### config.mk
export PLATFORM = sky130hd
export DESIGN_NAME = irq_pin_router
export DESIGN_NICKNAME = d
export VERILOG_FILES = /design/src/rtl/irq_pin_pkg.sv /design/src/rtl/irq_sync.sv /design/src/rtl/irq_route.sv /design/src/rtl/irq_detect.sv /design/src/rtl/irq_ack_drv.sv /design/src/rtl/irq_pin_router.sv
export SDC_FILE = /design/constraint.sdc
export NUM_CORES = 1
export LEC_CHECK = 0
export CAP_MARGIN = 20
export CORE_MARGIN = 4
export CORE_UTILIZATION = 35
export CTS_BUF_LIST = sky130_fd_sc_hd__clkbuf_4
export CTS_CLUSTER_DIAMETER = 200
export CTS_CLUSTER_SIZE = 30
export DETAILED_ROUTE_END_ITERATION = 10
export PLACE_DENSITY = 0.6
export RECOVER_POWER = 100
export SLEW_MARGIN = 20
export SYNTH_ARGS = -nofsm -noshare
export SYNTH_HDL_FRONTEND = slang
export SYNTH_SLANG_ARGS = --single-unit
### constraint.sdc
create_clock -name clk -period 1.7 [get_ports clk]
set_input_delay 0.17 -clock clk [delete_from_list [all_inputs] [get_ports clk]]
set_output_delay 0.17 -clock clk [all_outputs]
set_load 0.02 [all_outputs]
### src/rtl/irq_pin_pkg.sv
package irq_pin_pkg;
  localparam int NCH    = 3;
  localparam int NPIN   = 5;
  localparam int MODE_W = 4;

  // synchronized pin vector positions
  localparam int P_A  = 0;
  localparam int P_B  = 1;
  localparam int P_I4 = 2;
  localparam int P_T0 = 3;
  localparam int P_T1 = 4;

  typedef enum logic [1:0] {
    CFG_MODE = 2'd0,
    CFG_TRIG = 2'd1,
    CFG_MASK = 2'd2,
    CFG_RSVD = 2'd3
  } cfg_addr_e;

  typedef struct packed {
    logic demod;
    logic slave;
    logic casc1;
    logic casc0;
  } mode_t;
endpackage

### src/rtl/irq_sync.sv
module irq_sync #(
  parameter int W      = 5,
  parameter int STAGES = 2
) (
  input  logic         clk,
  input  logic         rst_n,
  input  logic [W-1:0] d_i,
  output logic [W-1:0] q_o
);
  logic [W-1:0] stage_q [STAGES];

  for (genvar k = 0; k < STAGES; k++) begin : g_stage
    if (k == 0) begin : g_first
      always_ff @(posedge clk or negedge rst_n) begin
        if (!rst_n) stage_q[k] <= '0;
        else        stage_q[k] <= d_i;
      end
    end else begin : g_next
      always_ff @(posedge clk or negedge rst_n) begin
        if (!rst_n) stage_q[k] <= '0;
        else        stage_q[k] <= stage_q[k-1];
      end
    end
  end

  assign q_o = stage_q[STAGES-1];
endmodule

### src/rtl/irq_route.sv
module irq_route
  import irq_pin_pkg::*;
(
  input  mode_t            mode_i,
  input  logic [NPIN-1:0]  sync_i,
  output logic [NCH-1:0]   raw_o,
  output logic             tmr0_o,
  output logic             tmr1_o,
  output logic             pio_lvl_o,
  output logic             demod_eff_o
);
  // cascade on pin A owns the pin, so it overrides demodulation
  function automatic logic demod_active(mode_t m);
    return m.demod & ~m.casc0;
  endfunction

  function automatic logic pin_b_is_out(mode_t m);
    return m.casc1 | m.slave;
  endfunction

  function automatic logic [NCH-1:0] req_mux(mode_t m, logic [NPIN-1:0] s);
    logic [NCH-1:0] r;
    r[0] = m.casc0 ? 1'b0 : s[P_A];
    r[1] = pin_b_is_out(m) ? 1'b0 : s[P_B];
    r[2] = demod_active(m) ? ~s[P_A] : s[P_I4];
    return r;
  endfunction

  assign demod_eff_o = demod_active(mode_i);
  assign raw_o       = req_mux(mode_i, sync_i);
  assign tmr0_o      = demod_eff_o ? sync_i[P_A]  : sync_i[P_T0];
  assign tmr1_o      = demod_eff_o ? ~sync_i[P_A] : sync_i[P_T1];
  assign pio_lvl_o   = demod_eff_o & sync_i[P_A];
endmodule

### src/rtl/irq_detect.sv
module irq_detect #(
  parameter int N = 3
) (
  input  logic         clk,
  input  logic         rst_n,
  input  logic [N-1:0] raw_i,
  input  logic [N-1:0] edge_sel_i,
  input  logic [N-1:0] eoi_i,
  output logic [N-1:0] det_o
);
  logic [N-1:0] raw_q;
  logic [N-1:0] pend_q;
  logic [N-1:0] rise;

  assign rise = raw_i & ~raw_q;

  always_ff @(posedge clk or negedge rst_n) begin
    if (!rst_n) raw_q <= '0;
    else        raw_q <= raw_i;
  end

  for (genvar i = 0; i < N; i++) begin : g_ch
    always_ff @(posedge clk or negedge rst_n) begin
      if (!rst_n)              pend_q[i] <= 1'b0;
      else if (!edge_sel_i[i]) pend_q[i] <= 1'b0;
      else if (rise[i])        pend_q[i] <= 1'b1;
      else if (eoi_i[i])       pend_q[i] <= 1'b0;
    end

    assign det_o[i] = edge_sel_i[i] ? pend_q[i] : raw_i[i];

    AST_EDGE_HOLD: assert property (@(posedge clk) disable iff (!rst_n)
      (edge_sel_i[i] && pend_q[i] && !eoi_i[i]) |=> pend_q[i]);
    AST_EOI_CLEAR: assert property (@(posedge clk) disable iff (!rst_n)
      (edge_sel_i[i] && eoi_i[i] && !rise[i]) |=> !pend_q[i]);
    AST_RISE_LATCH: assert property (@(posedge clk) disable iff (!rst_n)
      (edge_sel_i[i] && rise[i]) |=> pend_q[i]);
  end
endmodule

### src/rtl/irq_ack_drv.sv
module irq_ack_drv (
  input  logic clk,
  input  logic rst_n,
  input  logic casc0_i,
  input  logic casc1_i,
  input  logic slave_i,
  input  logic ack0_stb_i,
  input  logic ack1_stb_i,
  input  logic slave_req_i,
  output logic pin_a_o,
  output logic pin_a_oe,
  output logic pin_b_o,
  output logic pin_b_oe
);
  logic a_ack_n_q;
  logic b_ack_n_q;
  logic irq_q;
  logic a_fire;
  logic b_fire;

  assign a_fire = ack0_stb_i & casc0_i;
  assign b_fire = ack1_stb_i & casc1_i;

  always_ff @(posedge clk or negedge rst_n) begin
    if (!rst_n) begin
      a_ack_n_q <= 1'b1;
      b_ack_n_q <= 1'b1;
      irq_q     <= 1'b0;
    end else begin
      a_ack_n_q <= ~a_fire;
      b_ack_n_q <= ~b_fire;
      irq_q     <= slave_req_i;
    end
  end

  assign pin_a_oe = casc0_i;
  assign pin_a_o  = casc0_i ? a_ack_n_q : 1'b1;
  assign pin_b_oe = casc1_i | slave_i;
  assign pin_b_o  = casc1_i ? b_ack_n_q : (slave_i ? irq_q : 1'b1);

  AST_ACK_A_SINGLE: assert property (@(posedge clk) disable iff (!rst_n)
    (!a_ack_n_q && !a_fire) |=> a_ack_n_q);
  AST_ACK_B_SINGLE: assert property (@(posedge clk) disable iff (!rst_n)
    (!b_ack_n_q && !b_fire) |=> b_ack_n_q);
endmodule

### src/rtl/irq_pin_router.sv
module irq_pin_router
  import irq_pin_pkg::*;
#(
  parameter int SYNC_STAGES = 2
) (
  input  logic              clk,
  input  logic              rst_n,
  input  logic              cfg_we,
  input  logic [1:0]        cfg_addr,
  input  logic [MODE_W-1:0] cfg_wdata,
  input  logic              pin_a_i,
  output logic              pin_a_o,
  output logic              pin_a_oe,
  input  logic              pin_b_i,
  output logic              pin_b_o,
  output logic              pin_b_oe,
  input  logic              tmr0_pin_i,
  input  logic              tmr1_pin_i,
  input  logic              int4_pin_i,
  input  logic              ack0_stb_i,
  input  logic              ack1_stb_i,
  input  logic              slave_req_i,
  input  logic [NCH-1:0]    eoi_i,
  output logic [NCH-1:0]    pend_o,
  output logic              tmr0_o,
  output logic              tmr1_o,
  output logic              pio_lvl_o
);
  mode_t           mode_q;
  logic [NCH-1:0]  trig_q;
  logic [NCH-1:0]  mask_q;
  logic [NPIN-1:0] pins_async;
  logic [NPIN-1:0] pins_sync;
  logic [NCH-1:0]  raw;
  logic [NCH-1:0]  det;
  logic            demod_eff;

  always_ff @(posedge clk or negedge rst_n) begin
    if (!rst_n) begin
      mode_q <= '0;
      trig_q <= '0;
      mask_q <= '0;
    end else if (cfg_we) begin
      case (cfg_addr_e'(cfg_addr))
        CFG_MODE: mode_q <= mode_t'(cfg_wdata);
        CFG_TRIG: trig_q <= cfg_wdata[NCH-1:0];
        CFG_MASK: mask_q <= cfg_wdata[NCH-1:0];
        default:  ;
      endcase
    end
  end

  always_comb begin
    pins_async       = '0;
    pins_async[P_A]  = pin_a_i;
    pins_async[P_B]  = pin_b_i;
    pins_async[P_I4] = int4_pin_i;
    pins_async[P_T0] = tmr0_pin_i;
    pins_async[P_T1] = tmr1_pin_i;
  end

  irq_sync #(.W(NPIN), .STAGES(SYNC_STAGES)) u_sync (
    .clk   (clk),
    .rst_n (rst_n),
    .d_i   (pins_async),
    .q_o   (pins_sync)
  );

  irq_route u_route (
    .mode_i      (mode_q),
    .sync_i      (pins_sync),
    .raw_o       (raw),
    .tmr0_o      (tmr0_o),
    .tmr1_o      (tmr1_o),
    .pio_lvl_o   (pio_lvl_o),
    .demod_eff_o (demod_eff)
  );

  irq_detect #(.N(NCH)) u_detect (
    .clk        (clk),
    .rst_n      (rst_n),
    .raw_i      (raw),
    .edge_sel_i (trig_q),
    .eoi_i      (eoi_i),
    .det_o      (det)
  );

  assign pend_o = det & ~mask_q;

  irq_ack_drv u_ack (
    .clk         (clk),
    .rst_n       (rst_n),
    .casc0_i     (mode_q.casc0),
    .casc1_i     (mode_q.casc1),
    .slave_i     (mode_q.slave),
    .ack0_stb_i  (ack0_stb_i),
    .ack1_stb_i  (ack1_stb_i),
    .slave_req_i (slave_req_i),
    .pin_a_o     (pin_a_o),
    .pin_a_oe    (pin_a_oe),
    .pin_b_o     (pin_b_o),
    .pin_b_oe    (pin_b_oe)
  );

  AST_PIN_A_IN_BLOCKED: assert property (@(posedge clk) disable iff (!rst_n)
    pin_a_oe |-> !raw[0]);
  AST_PIN_B_IN_BLOCKED: assert property (@(posedge clk) disable iff (!rst_n)
    pin_b_oe |-> !raw[1]);
  AST_IDLE_PIN_A_HIGH: assert property (@(posedge clk) disable iff (!rst_n)
    !pin_a_oe |-> pin_a_o);
  AST_IDLE_PIN_B_HIGH: assert property (@(posedge clk) disable iff (!rst_n)
    !pin_b_oe |-> pin_b_o);
  AST_DEMOD_SPLIT: assert property (@(posedge clk) disable iff (!rst_n)
    demod_eff |-> ((tmr0_o != tmr1_o) && (raw[2] == tmr1_o) && (pio_lvl_o == tmr0_o)));
  AST_DEMOD_CASC_EXCL: assert property (@(posedge clk) disable iff (!rst_n)
    demod_eff |-> !pin_a_oe);
endmodule

==> qor.yml <==
synthFlopType: "dfrtp_1"
postRouteWirelength_um: 1821
reg2reg_from: "mode_q[0]$_DFFE_PN0P_"
worst_setup_path_start_kind: "register"
clock_latency_ns: 0.31
worst-r2r-cell-count: 3
rsz0062_at_grt: "false"
number_of_flops_mapped_to_enable_cells_by_yosys: 0
cap_violations: 0
leakagePower_nw: 0.6669
detail_route.iter0.violations: 9
vias_per_cell: 4.363
endpoint: "pend_o[2]"
arrival_ns: 1.43
power_switching_mw: 0.4164
run_status: "finished, final reports clean"
timing_hold_violations_final: 0
final_period_minus_worst_setup_slack_ns: 1.599
slew_viol_final: 0
seqPwrFrac_pct: 52.6
num_antenna_cells: 0
gr-usage-all-layers_pct: 11.12
clkPwrFrac_pct: 27.2
worst_setup_path_startpoint: "mode_q[0]$_DFFE_PN0P_"
class_of_the_most_critical_hold_timing_path: "in2reg"
register_area_um2: 729.5
final_core_utilization_pct: 49.42
holdBufCountCts: 0
design.portCount: 30
synth-seq-cells: 29
power.ir.vdd_worst_mv: 0.4419
ys.warnings.count: 0
grt_antenna_before_repair: 0
antenna_violating_nets_left: 0
die-width_um: 63.87
globalRouteOverflowTotal: 0
initial_core_utilization_pct: 36.07
timing.max_slew.rel_slack_pct: 54.64
total_placed_instance_area_um2: 1475
multi_input_gate_area_um2: 355.3
setup_total_negative_slack_ns: 0
max_stage_delay_ns: 0.45
post-cts-setup-buffer-count: 0
cellInternalPower_mw: 1.157
yosysSeqAreaShare_pct: 66.67
worst_slew_pin_tran_ns: 0.6805
netlist_instances: 74
powerDensity_nw_per_um2: 1052
fmax_mhz: 625.4
critical_path.endpoint_type: "output port"
fin_worst_skew_ns: 0.005466
mappedNetlistArea_um2: 1092
cp_data_required_time_ns: 1.53
grt_max_degree: 30
area_growth_syn_to_layout_pct: 37.00
placedCellCount: 152
die_h_um: 63.87
root_buffer: "clkbuf_4"
ctsHtreeMaxLevel: 2
synth-async-reset-ratio_pct: 100.0
syn-num-nets: 94
route.detailed.wl_per_inst_um: 11.38
drc_errors: 0
comb_power_share_pct: 20.2
layout-drive-gt1-share_pct: 20.69
critPathKind: "reg2out"
routability_driven_placement_congestion_ratio: 0.6799
timing.critical_path.slowest_stage_cell: "dfrtp_2"
regToRegSetupSlack_ns: 0.56
number_of_nets_at_the_end_of_the_flow: 135
critical_path.reg2reg.endpoint: "u_detect.pend_q[2]$_DFFE_PN0P_"
dr.pass1.iters: 4
tritoncts.num_buffers: 5
first_pass_grt_wire_length_um: 3436
route.vias.total: 698
die_area_um2: 4079
design_area_um2: 1496
cts_tree: "yes"
grt_pass1_vias: 795
critical_path.max_fanout: 5
cts_buffer_depth: 2
buffer_ports.inserted: 29
tritoncts_num_sinks: 29
synth.distinct_cells: 24
fin_crit_sh_pct: 94.06
fin_cells: 160
clkSlewWorstSetupHoldPaths_ns: 0.09
postSynthAreaPerCell_um2: 14.76
cells_traversed_along_the_worst_timing_path: "nand2b_4, a21o_1, o21a_1, clkbuf_2"
setup_viol: 0
core_um2: 3028
net_switching_share_of_the_total_power_pct: 26.46
nFillCells: 278
core.rowCount: 20
-- worst min-delay path by stage --
stage	from	endpoint	slack, ns	cells after the start
floorplan	rst_n	mask_q[0]$_DFFE_PN0P_	-0.13	0
global placement	u_sync.stage_q[9]$_DFF_PN0_	u_sync.q_o[4]$_DFF_PN0_	0.33	0
detailed placement	u_sync.stage_q[7]$_DFF_PN0_	u_sync.q_o[2]$_DFF_PN0_	0.34	0
CTS	rst_n	u_sync.q_o[3]$_DFF_PN0_	0.22	2
global route	ack1_stb_i	u_ack.b_ack_n_q$_DFF_PN1_	0.33	2
finish	ack1_stb_i	u_ack.b_ack_n_q$_DFF_PN1_	0.34	2
-- through the flow --
step,hold slack [ns],worst slack [ns],power [mW]
6_report,0.3446,0.1010,1.574
2_1_floorplan,-0.1256,0.3883,1.014
5_1_grt,0.3272,0.008885,1.673
3_3_place_gp,0.3323,0.04170,1.204
4_1_cts,0.2197,-0.04476,1.626
3_5_place_dp,0.3396,0.03538,1.211
-- what timing repair did --
item | 4_1_cts | 5_1_grt
pin swaps | 0 | 1
setup endpoints to repair | 9 | 8
gates resized for setup | 13 | 11
hold endpoints to repair | 0 | 0
-- critical path: cells and delay by family (launching register included) --
| family | cells | cell delay (ns) |
|---|---|---|
| buf+inv | 1 | 0.15 |
| compound gates | 2 | 0.35 |
| simple gates | 1 | 0.17 |
| flops | 1 | 0.45 |
-- Yosys cell counts, types with 3 or more instances --
cell	instances	area share [%]
a21o_1	3	2.1
dfrtp_1	27	62
mux2_1	8	8.2
nor2_1	3	1.0
nand2b_1	5	2.9
-- state kept, by name, indices dropped and copies added (netlist names) --
| signal | cells |
|---|---|
| u_detect.pend_q | 3 |
| u_ack.a_ack_n_q | 1 |
| u_ack.irq_q | 1 |
| mask_q | 3 |
| u_ack.b_ack_n_q | 1 |
| u_detect.raw_q | 3 |
| u_sync.q_o | 5 |
| mode_q | 4 |
| u_sync.stage_q | 5 |
| trig_q | 3 |
-- power groups by stage --
stage / Sequential [mW] / Clock (mW) / Combinational [mW]
2_1_floorplan: 0.840 / 0 / 0.174
3_3_place_gp: 0.837 / 0 / 0.366
3_5_place_dp: 0.840 / 0 / 0.371
4_1_cts: 0.826 / 0.449 / 0.350
5_1_grt: 0.843 / 0.476 / 0.354
6_report: 0.828 / 0.429 / 0.317
-- cell families after synthesis --
| kind of cell | Yosys count | synth area share (%) |
|---|---|---|
| and+or+nand+nor | 22 | 14.66 |
| DFF | 29 | 66.67 |
| muxes | 12 | 12.14 |
| AOI/OAI and AO/OA | 9 | 5.842 |
| buffers and inverters | 2 | 0.6875 |
-- cells in the final DEF (no fill, tap or decap), types with 2 or more instances in the layout --
cell type        Yosys  final
clkbuf_2             0      3
a21boi_0             0      2
dfrtp_1             27     26
a21oi_1              2      2
nand3b_1             2      2
dfstp_2              2      2
mux2_2               2      2
mux2_1               8      8
nor3b_2              1      2
dlygate4sd3_1        0      8
clkdlybuf4s15_1      0      2
buf_4                0      3
a21o_1               3      3
nand2b_1             5      5
clkdlybuf4s50_1      0     11
inv_1                2      2
nor2_1               3      3
nand2_1              2      2
mux2i_1              2      2
clkbuf_4             0      8
clkbuf_1             0      4
nor3b_1              2      2
dlygate4sd2_1        0      3
-- routing by layer --
metal	vias to the layer above	routed length, µm	share of wire (%)	GRT usage (%)
li1	334	-	-	-
met1	344	801	44	12.20
met2	17	891	49	18.06
met3	3	95	5.2	4.394
met4	0	33	1.8	6.469
met5	-	0	0	0
-- final cells by class --
cell class,instances,share of cell area [%]
flip-flops and latches,29,48.75
multi-input cells,43,23.75
repair buffers,34,19.31
clock buffers,8,4.013
well taps,44,3.679
inverters,2,0.5017
Power figures use the tool's default switching activity.
